[src/rtl/jtmon_pkg.sv]
package jtmon_pkg;

    typedef enum logic [3:0] {
        ST_RESET    = 4'd0,
        ST_IDLE     = 4'd1,
        ST_SEL_DR   = 4'd2,
        ST_CAP_DR   = 4'd3,
        ST_SHIFT_DR = 4'd4,
        ST_EXIT1_DR = 4'd5,
        ST_PAUSE_DR = 4'd6,
        ST_EXIT2_DR = 4'd7,
        ST_UPD_DR   = 4'd8,
        ST_SEL_IR   = 4'd9,
        ST_CAP_IR   = 4'd10,
        ST_SHIFT_IR = 4'd11,
        ST_EXIT1_IR = 4'd12,
        ST_PAUSE_IR = 4'd13,
        ST_EXIT2_IR = 4'd14,
        ST_UPD_IR   = 4'd15
    } tap_state_e;

    // Sampled wire values at one system-clock cycle
    typedef struct packed {
        logic tck;
        logic tms;
        logic tdi;
        logic tdo;
    } wires_t;

    localparam int WIRE_W = $bits(wires_t);

    function automatic tap_state_e tap_next(tap_state_e s, logic tms);
        tap_state_e n;
        case (s)
            ST_RESET:    n = tms ? ST_RESET    : ST_IDLE;
            ST_IDLE:     n = tms ? ST_SEL_DR   : ST_IDLE;
            ST_SEL_DR:   n = tms ? ST_SEL_IR   : ST_CAP_DR;
            ST_CAP_DR:   n = tms ? ST_EXIT1_DR : ST_SHIFT_DR;
            ST_SHIFT_DR: n = tms ? ST_EXIT1_DR : ST_SHIFT_DR;
            ST_EXIT1_DR: n = tms ? ST_UPD_DR   : ST_PAUSE_DR;
            ST_PAUSE_DR: n = tms ? ST_EXIT2_DR : ST_PAUSE_DR;
            ST_EXIT2_DR: n = tms ? ST_UPD_DR   : ST_SHIFT_DR;
            ST_UPD_DR:   n = tms ? ST_SEL_DR   : ST_IDLE;
            ST_SEL_IR:   n = tms ? ST_RESET    : ST_CAP_IR;
            ST_CAP_IR:   n = tms ? ST_EXIT1_IR : ST_SHIFT_IR;
            ST_SHIFT_IR: n = tms ? ST_EXIT1_IR : ST_SHIFT_IR;
            ST_EXIT1_IR: n = tms ? ST_UPD_IR   : ST_PAUSE_IR;
            ST_PAUSE_IR: n = tms ? ST_EXIT2_IR : ST_PAUSE_IR;
            ST_EXIT2_IR: n = tms ? ST_UPD_IR   : ST_SHIFT_IR;
            default:     n = tms ? ST_SEL_DR   : ST_IDLE;
        endcase
        return n;
    endfunction

    function automatic logic st_is_shift(tap_state_e s);
        return (s == ST_SHIFT_DR) || (s == ST_SHIFT_IR);
    endfunction

    function automatic logic st_is_exit1(tap_state_e s);
        return (s == ST_EXIT1_DR) || (s == ST_EXIT1_IR);
    endfunction

    function automatic logic st_in_ir(tap_state_e s);
        return s inside {ST_SEL_IR, ST_CAP_IR, ST_SHIFT_IR, ST_EXIT1_IR,
                         ST_PAUSE_IR, ST_EXIT2_IR, ST_UPD_IR};
    endfunction

endpackage

[src/rtl/jtmon_sync.sv]
module jtmon_sync #(
    parameter int WIDTH  = 4,
    parameter int STAGES = 2
) (
    input  logic             clk,
    input  logic             rst,
    input  logic [WIDTH-1:0] d_i,
    output logic [WIDTH-1:0] q_o
);
    logic [WIDTH-1:0] chain_q [STAGES];

    always_ff @(posedge clk) begin
        if (rst) begin
            for (int k = 0; k < STAGES; k++) chain_q[k] <= '0;
        end else begin
            chain_q[0] <= d_i;
            for (int k = 1; k < STAGES; k++) chain_q[k] <= chain_q[k-1];
        end
    end

    assign q_o = chain_q[STAGES-1];
endmodule

[src/rtl/jtmon_tap.sv]
module jtmon_tap
    import jtmon_pkg::*;
(
    input  logic       clk,
    input  logic       rst,
    input  logic       step_i,
    input  logic       tms_i,
    output tap_state_e state_o,
    output tap_state_e next_o,
    output logic       strobe_o
);
    tap_state_e state_q;
    logic       strobe_q;

    assign next_o = tap_next(state_q, tms_i);

    always_ff @(posedge clk) begin
        if (rst) begin
            state_q  <= ST_IDLE;
            strobe_q <= 1'b0;
        end else begin
            strobe_q <= step_i;
            if (step_i) state_q <= next_o;
        end
    end

    assign state_o  = state_q;
    assign strobe_o = strobe_q;

    AST_HOLD_BETWEEN_EDGES: assert property (@(posedge clk) disable iff (rst)
        !step_i |=> $stable(state_q));

    AST_SHIFT_DR_ENTRY: assert property (@(posedge clk) disable iff (rst)
        (strobe_q && state_q == ST_SHIFT_DR) |->
        ($past(state_q) inside {ST_CAP_DR, ST_EXIT2_DR, ST_SHIFT_DR}));

    AST_RESET_ENTRY: assert property (@(posedge clk) disable iff (rst)
        (strobe_q && state_q == ST_RESET) |->
        ($past(state_q) inside {ST_RESET, ST_SEL_IR}));
endmodule

[src/rtl/jtmon_capture.sv]
module jtmon_capture
    import jtmon_pkg::*;
#(
    parameter int CAP_W = 64,
    parameter int CNT_W = 8
) (
    input  logic             clk,
    input  logic             rst,
    input  logic             step_i,
    input  tap_state_e       cur_i,
    input  tap_state_e       nxt_i,
    input  logic             tdi_i,
    input  logic             tdo_i,
    input  logic             rec_ready_i,
    output logic             rec_valid_o,
    output logic             rec_is_ir_o,
    output logic             rec_ovf_o,
    output logic [CNT_W-1:0] rec_count_o,
    output logic [CAP_W-1:0] rec_tdi_o,
    output logic [CAP_W-1:0] rec_tdo_o,
    output logic             rec_lost_o
);
    localparam int               IDX_W   = (CAP_W > 1) ? $clog2(CAP_W) : 1;
    localparam logic [CNT_W:0]   CAP_LIM = (CNT_W+1)'(CAP_W);
    localparam logic [CNT_W-1:0] CNT_TOP = '1;

    logic [CAP_W-1:0] acc_tdi_q, acc_tdo_q;
    logic [CNT_W-1:0] acc_cnt_q;
    logic             acc_ovf_q;

    logic take_bit, emit, room, blocked;

    assign take_bit = step_i && st_is_shift(cur_i) && (nxt_i == cur_i);
    assign emit     = step_i && st_is_shift(cur_i) && st_is_exit1(nxt_i);
    assign room     = ({1'b0, acc_cnt_q} < CAP_LIM);
    assign blocked  = rec_valid_o && !rec_ready_i;

    // Bit collection
    always_ff @(posedge clk) begin
        if (rst) begin
            acc_tdi_q <= '0;
            acc_tdo_q <= '0;
            acc_cnt_q <= '0;
            acc_ovf_q <= 1'b0;
        end else if (emit) begin
            acc_tdi_q <= '0;
            acc_tdo_q <= '0;
            acc_cnt_q <= '0;
            acc_ovf_q <= 1'b0;
        end else if (take_bit) begin
            if (room) begin
                acc_tdi_q[acc_cnt_q[IDX_W-1:0]] <= tdi_i;
                acc_tdo_q[acc_cnt_q[IDX_W-1:0]] <= tdo_i;
            end else begin
                acc_ovf_q <= 1'b1;
            end
            if (acc_cnt_q != CNT_TOP) acc_cnt_q <= acc_cnt_q + 1'b1;
        end
    end

    // Record hand-off
    always_ff @(posedge clk) begin
        if (rst) begin
            rec_valid_o <= 1'b0;
            rec_is_ir_o <= 1'b0;
            rec_ovf_o   <= 1'b0;
            rec_count_o <= '0;
            rec_tdi_o   <= '0;
            rec_tdo_o   <= '0;
            rec_lost_o  <= 1'b0;
        end else if (emit && blocked) begin
            rec_lost_o <= 1'b1;
        end else if (emit) begin
            rec_valid_o <= 1'b1;
            rec_is_ir_o <= st_in_ir(cur_i);
            rec_ovf_o   <= acc_ovf_q;
            rec_count_o <= acc_cnt_q;
            rec_tdi_o   <= acc_tdi_q;
            rec_tdo_o   <= acc_tdo_q;
        end else if (rec_valid_o && rec_ready_i) begin
            rec_valid_o <= 1'b0;
        end
    end

    AST_RECORD_FROZEN: assert property (@(posedge clk) disable iff (rst)
        (rec_valid_o && !rec_ready_i) |=>
        (rec_valid_o && $stable(rec_tdi_o) && $stable(rec_tdo_o) &&
         $stable(rec_count_o) && $stable(rec_is_ir_o)));

    AST_LOST_STICKY: assert property (@(posedge clk) disable iff (rst)
        rec_lost_o |=> rec_lost_o);

    AST_NO_OVERFLOW: assert property (@(posedge clk) disable iff (rst)
        (rec_valid_o && !rec_ovf_o) |-> ({1'b0, rec_count_o} <= CAP_LIM));
endmodule

[src/rtl/jtmon_top.sv]
module jtmon_top
    import jtmon_pkg::*;
#(
    parameter int CAP_W     = 64,
    parameter int CNT_W     = 8,
    parameter int SYNC_STGS = 2
) (
    input  logic             clk,
    input  logic             rst,
    input  logic             tck_i,
    input  logic             tms_i,
    input  logic             tdi_i,
    input  logic             tdo_i,
    output logic             st_valid_o,
    output logic [3:0]       st_code_o,
    output logic             rec_valid_o,
    input  logic             rec_ready_i,
    output logic             rec_is_ir_o,
    output logic             rec_ovf_o,
    output logic [CNT_W-1:0] rec_count_o,
    output logic [CAP_W-1:0] rec_tdi_o,
    output logic [CAP_W-1:0] rec_tdo_o,
    output logic             rec_lost_o
);
    wires_t     raw, synced;
    logic       tck_prev_q;
    logic       rise;
    tap_state_e cur_state, nxt_state;

    assign raw = '{tck: tck_i, tms: tms_i, tdi: tdi_i, tdo: tdo_i};

    jtmon_sync #(.WIDTH(WIRE_W), .STAGES(SYNC_STGS)) u_sync (
        .clk (clk),
        .rst (rst),
        .d_i (raw),
        .q_o (synced)
    );

    always_ff @(posedge clk) begin
        if (rst) tck_prev_q <= 1'b0;
        else     tck_prev_q <= synced.tck;
    end

    assign rise = synced.tck && !tck_prev_q;

    jtmon_tap u_tap (
        .clk      (clk),
        .rst      (rst),
        .step_i   (rise),
        .tms_i    (synced.tms),
        .state_o  (cur_state),
        .next_o   (nxt_state),
        .strobe_o (st_valid_o)
    );

    assign st_code_o = cur_state;

    jtmon_capture #(.CAP_W(CAP_W), .CNT_W(CNT_W)) u_cap (
        .clk         (clk),
        .rst         (rst),
        .step_i      (rise),
        .cur_i       (cur_state),
        .nxt_i       (nxt_state),
        .tdi_i       (synced.tdi),
        .tdo_i       (synced.tdo),
        .rec_ready_i (rec_ready_i),
        .rec_valid_o (rec_valid_o),
        .rec_is_ir_o (rec_is_ir_o),
        .rec_ovf_o   (rec_ovf_o),
        .rec_count_o (rec_count_o),
        .rec_tdi_o   (rec_tdi_o),
        .rec_tdo_o   (rec_tdo_o),
        .rec_lost_o  (rec_lost_o)
    );

    AST_RECORD_AT_EXIT1: assert property (@(posedge clk) disable iff (rst)
        $rose(rec_valid_o) |-> st_is_exit1(cur_state));
endmodule

[config.mk]
export PLATFORM = sky130hd
export DESIGN_NAME = jtmon_top
export DESIGN_NICKNAME = d
export VERILOG_FILES = /design/src/rtl/jtmon_pkg.sv /design/src/rtl/jtmon_sync.sv /design/src/rtl/jtmon_tap.sv /design/src/rtl/jtmon_capture.sv /design/src/rtl/jtmon_top.sv
export SDC_FILE = /design/constraint.sdc
export NUM_CORES = 1
export LEC_CHECK = 0
export ABC_CLOCK_PERIOD_IN_PS = 1800
export BUFFER_PORTS_ARGS = -buffer_cell sky130_fd_sc_hd__buf_2
export CAP_MARGIN = 40
export CORE_UTILIZATION = 50
export DETAILED_ROUTE_END_ITERATION = 10
export GPL_TIMING_DRIVEN = 0
export PLACE_DENSITY = 0.7
export SYNTH_ARGS = -nofsm -noshare
export SYNTH_HDL_FRONTEND = slang
export SYNTH_SLANG_ARGS = --single-unit
[constraint.sdc]
create_clock -name clk -period 1.8 [get_ports clk]
set_input_delay 0.36 -clock clk [delete_from_list [all_inputs] [get_ports clk]]
set_output_delay 0.36 -clock clk [all_outputs]
set_load 0.02 [all_outputs]
==> flow_metrics.env <==
export IMPL_clock_latency_ns=0.56
export IMPL_synth_common_cells="dfxtp_1, nand2b_1, mux2i_1"
export IMPL_start_util=0.5151
export IMPL_worstPathArrival_ns=2.51
export IMPL_period_share=1.128
export IMPL_place_area_sq_um=14070
export IMPL_grt_max_degree=17
export IMPL_synth_edf_count=0
export IMPL_setup_ws_ns=-0.2311
export IMPL_cpMaxStageDelayCell="or4b_4"
export IMPL_fin_util=0.6633
export IMPL_cts_root_buffer="clkbuf_16"
export IMPL_finalHoldWorstSlack_ns=0.01723
export IMPL_ff2ff_setup_slack_ns=-0.23
export IMPL_use_met2=0.4299
export IMPL_yosysMostFrequentCell="dfxtp_1"
export IMPL_final_max_slew_viol_count=0
export IMPL_final_cell_area_sq_um=16320
export IMPL_die_area_sq_um=25990
export IMPL_ys_seq_elements=291
export IMPL_ir_drop_v=0.0006509
export IMPL_final_nets=1509
export IMPL_yosysUniqueCellTypes=52
export IMPL_cts_buffers=30
export IMPL_antenna_found_initial=0
export IMPL_overflow=0
export IMPL_die_w_microns=161.2
export IMPL_place_hpwl_microns=22600
export IMPL_yosysTopAreaCellShare=0.4597
export IMPL_grt_pass1_vias=9917
export IMPL_vias=10090
export IMPL_fp_dieH_microns=161.2
export IMPL_synth_fp_nets=1297
export IMPL_met1_usage=0.3511
export IMPL_status="finished, violations left"
export IMPL_min_path_type="input pin to register"
export IMPL_startpoint_type="register"
export IMPL_rsz0062_at_grt="yes"
export IMPL_drt_pass1_iter_count=4
export IMPL_ys_warn_count=0
export IMPL_fin_crit_ns=2.031
export IMPL_wl_per_cell_microns=18.41
export IMPL_crit_chain="or4b_4 > a211o_4 > buf_6 > or3_4 > a21oi_2"
export IMPL_hold_violations=0
export IMPL_max_freq_mhz=492.4
export IMPL_cts_hold_fix_buffers=0
export IMPL_cp_required_ns=2.28
export IMPL_layout_drive_gt1_share=0.2546
export IMPL_rows=57
export IMPL_dpl_cell_count=1768
export IMPL_worst_pin_slew_ns=0.7390
export IMPL_setup_viol=267
export IMPL_p_per_area_nw_per_um2=840.5
export IMPL_path_delay_family="simple AND/OR/NAND/NOR gates"
export IMPL_place_congestion=0.8789
export IMPL_diodes=0
export IMPL_crit_buf_inv=1
export IMPL_cts_htree_levels=1
export IMPL_vias_per_cell=5.460
export IMPL_relSlewSlack=0.5074
export IMPL_yosysSeqAreaShare=0.4597
export IMPL_wl_microns=34010
export IMPL_skew_ns=0.01160
export IMPL_failed_checks="negative setup slack"
export IMPL_clock_path_buffers=3
export IMPL_first_iter_violations=516
export IMPL_synthFlopType="dfxtp_1"
export IMPL_fin_cells=1848
export IMPL_netlist_instances=1289
export IMPL_grt_use_met3=0.02902
export IMPL_drv_cap=0
export IMPL_async_reset_ff_frac=0
export IMPL_drc=0
export IMPL_grt_busiest_layer="met2"
export IMPL_io_pins=152
export IMPL_p_leak_nw=6.620
export IMPL_cpPeakStageDelay_ns=0.58
export IMPL_end_kind="register"
export IMPL_cts_sinks=291
export IMPL_cts_tree="built"
export IMPL_clk_pin_slew_ns=0.06
export IMPL_critPathMaxFanout=6
export IMPL_grtUsageTotal=0.2588
export IMPL_filler_cell_count=1955
export IMPL_synth_avg_cell_area_sq_um=9.832
export IMPL_area_growth_pct=28.78
export IMPL_syn_cell_area_sq_um=12670
export IMPL_synth_top_area_cell="dfxtp_1"
export IMPL_synth_area_leaders="dfxtp_1, mux2i_1, nand2b_1, o2111ai_1, nor2_1"
export IMPL_io_buffers=151
export IMPL_place_ws_ns=-0.7962
export IMPL_grt_first_pass_wirelength_microns=53690
export IMPL_fin_setup_tns_ns=-35.30
export IMPL_drtAntennaViolNets=0
export IMPL_critical_path_class="register to register"
export IMPL_core_area_sq_um=24600
export IMPL_p_total_mw=13.72
## registers in the layout (all words and copies together) (netlist names)
signal	cells
u_cap.acc_ovf_q	1
u_cap.rec_lost_o	1
u_tap.state_o	4
u_sync.chain_q	8
u_cap.rec_tdi_o	64
u_cap.rec_count_o	8
u_cap.acc_tdi_q	64
u_cap.acc_cnt_q	8
u_cap.rec_tdo_o	64
u_cap.rec_valid_o	1
u_cap.acc_tdo_q	64
u_cap.rec_ovf_o	1
tck_prev_q	1
u_cap.rec_is_ir_o	1
u_tap.strobe_o	1
## cells in the final DEF (no fill, tap or decap), drive strengths merged, types with 7 or more instances in the layout
cell type  count
a21oi         28
mux2i        250
nor2b         12
o21ai          9
o2111ai       56
clkbuf       120
buf          230
dfxtp        291
o31ai         20
nor2         126
nand2          7
nand2b       278
nand4         19
## worst reg2reg max path, stage by stage, from the launching register on
cell	delay, ns
dfxtp_4	0.37
or4b_4	0.58
a211o_4	0.39
buf_6	0.14
or3_4	0.33
a21oi_2	0.16
## kinds of logic after synthesis
family / share of synthesized area
flip-flops: 0.4597
AO/OA/AOI/OAI: 0.07671
buffers and inverters: 0.04462
adder cells (fa/ha/maj): 0.0009871
multiplexers: 0.1992
AND/OR/NAND/NOR: 0.2188
## layer usage
layer  part of all wire  routed length, microns
met1               0.46                   15600
met2               0.46                   15780
met3              0.049                    1674
met4              0.028                     966
met5                  0                       0
## layout make-up
| class | instances | area [sq um] | area share |
|---|---|---|---|
| multi-input combinational | 869 | 6753 | 0.4138 |
| timing repair buffer | 189 | 1172 | 0.07183 |
| sequential | 291 | 5846 | 0.3582 |
| tap | 324 | 405.4 | 0.02484 |
| clock buffer | 43 | 870.8 | 0.05336 |
| buffer | 118 | 1055 | 0.06463 |
| inverter | 2 | 7.507 | 0.0004600 |
| clock inverter | 12 | 211.5 | 0.01296 |
## timing repair
action                     CTS  global route
setup buffers               22             7
setup endpoints to repair  275           275
cloned                       6             0
pin swaps                   25            10
gates resized for setup    182            28
## power by group
part	internal, mW	total, mW	switching, mW
logic	0.222	0.491	0.269
registers	6.44	6.46	0.0143
clock network	4.20	6.77	2.56
## worst paths after layout
path / from / to / depth (start not counted)
worst max register to register: u_tap.state_o[3]$_SDFFE_PP0P_ / u_cap.acc_cnt_q[7]$_SDFFE_PP0P_ / 5
worst min-delay path: tdo_i / u_sync.chain_q[0][0]$_SDFF_PP0_ / 2
worst max-delay path: u_tap.state_o[3]$_SDFFE_PP0P_ / u_cap.acc_cnt_q[7]$_SDFFE_PP0P_ / 5
worst min register to register: u_sync.chain_q[0][3]$_SDFF_PP0_ / u_sync.chain_q[0][7]$_SDFF_PP0_ / 1
Note: power is estimated with default switching activity, not from simulation.
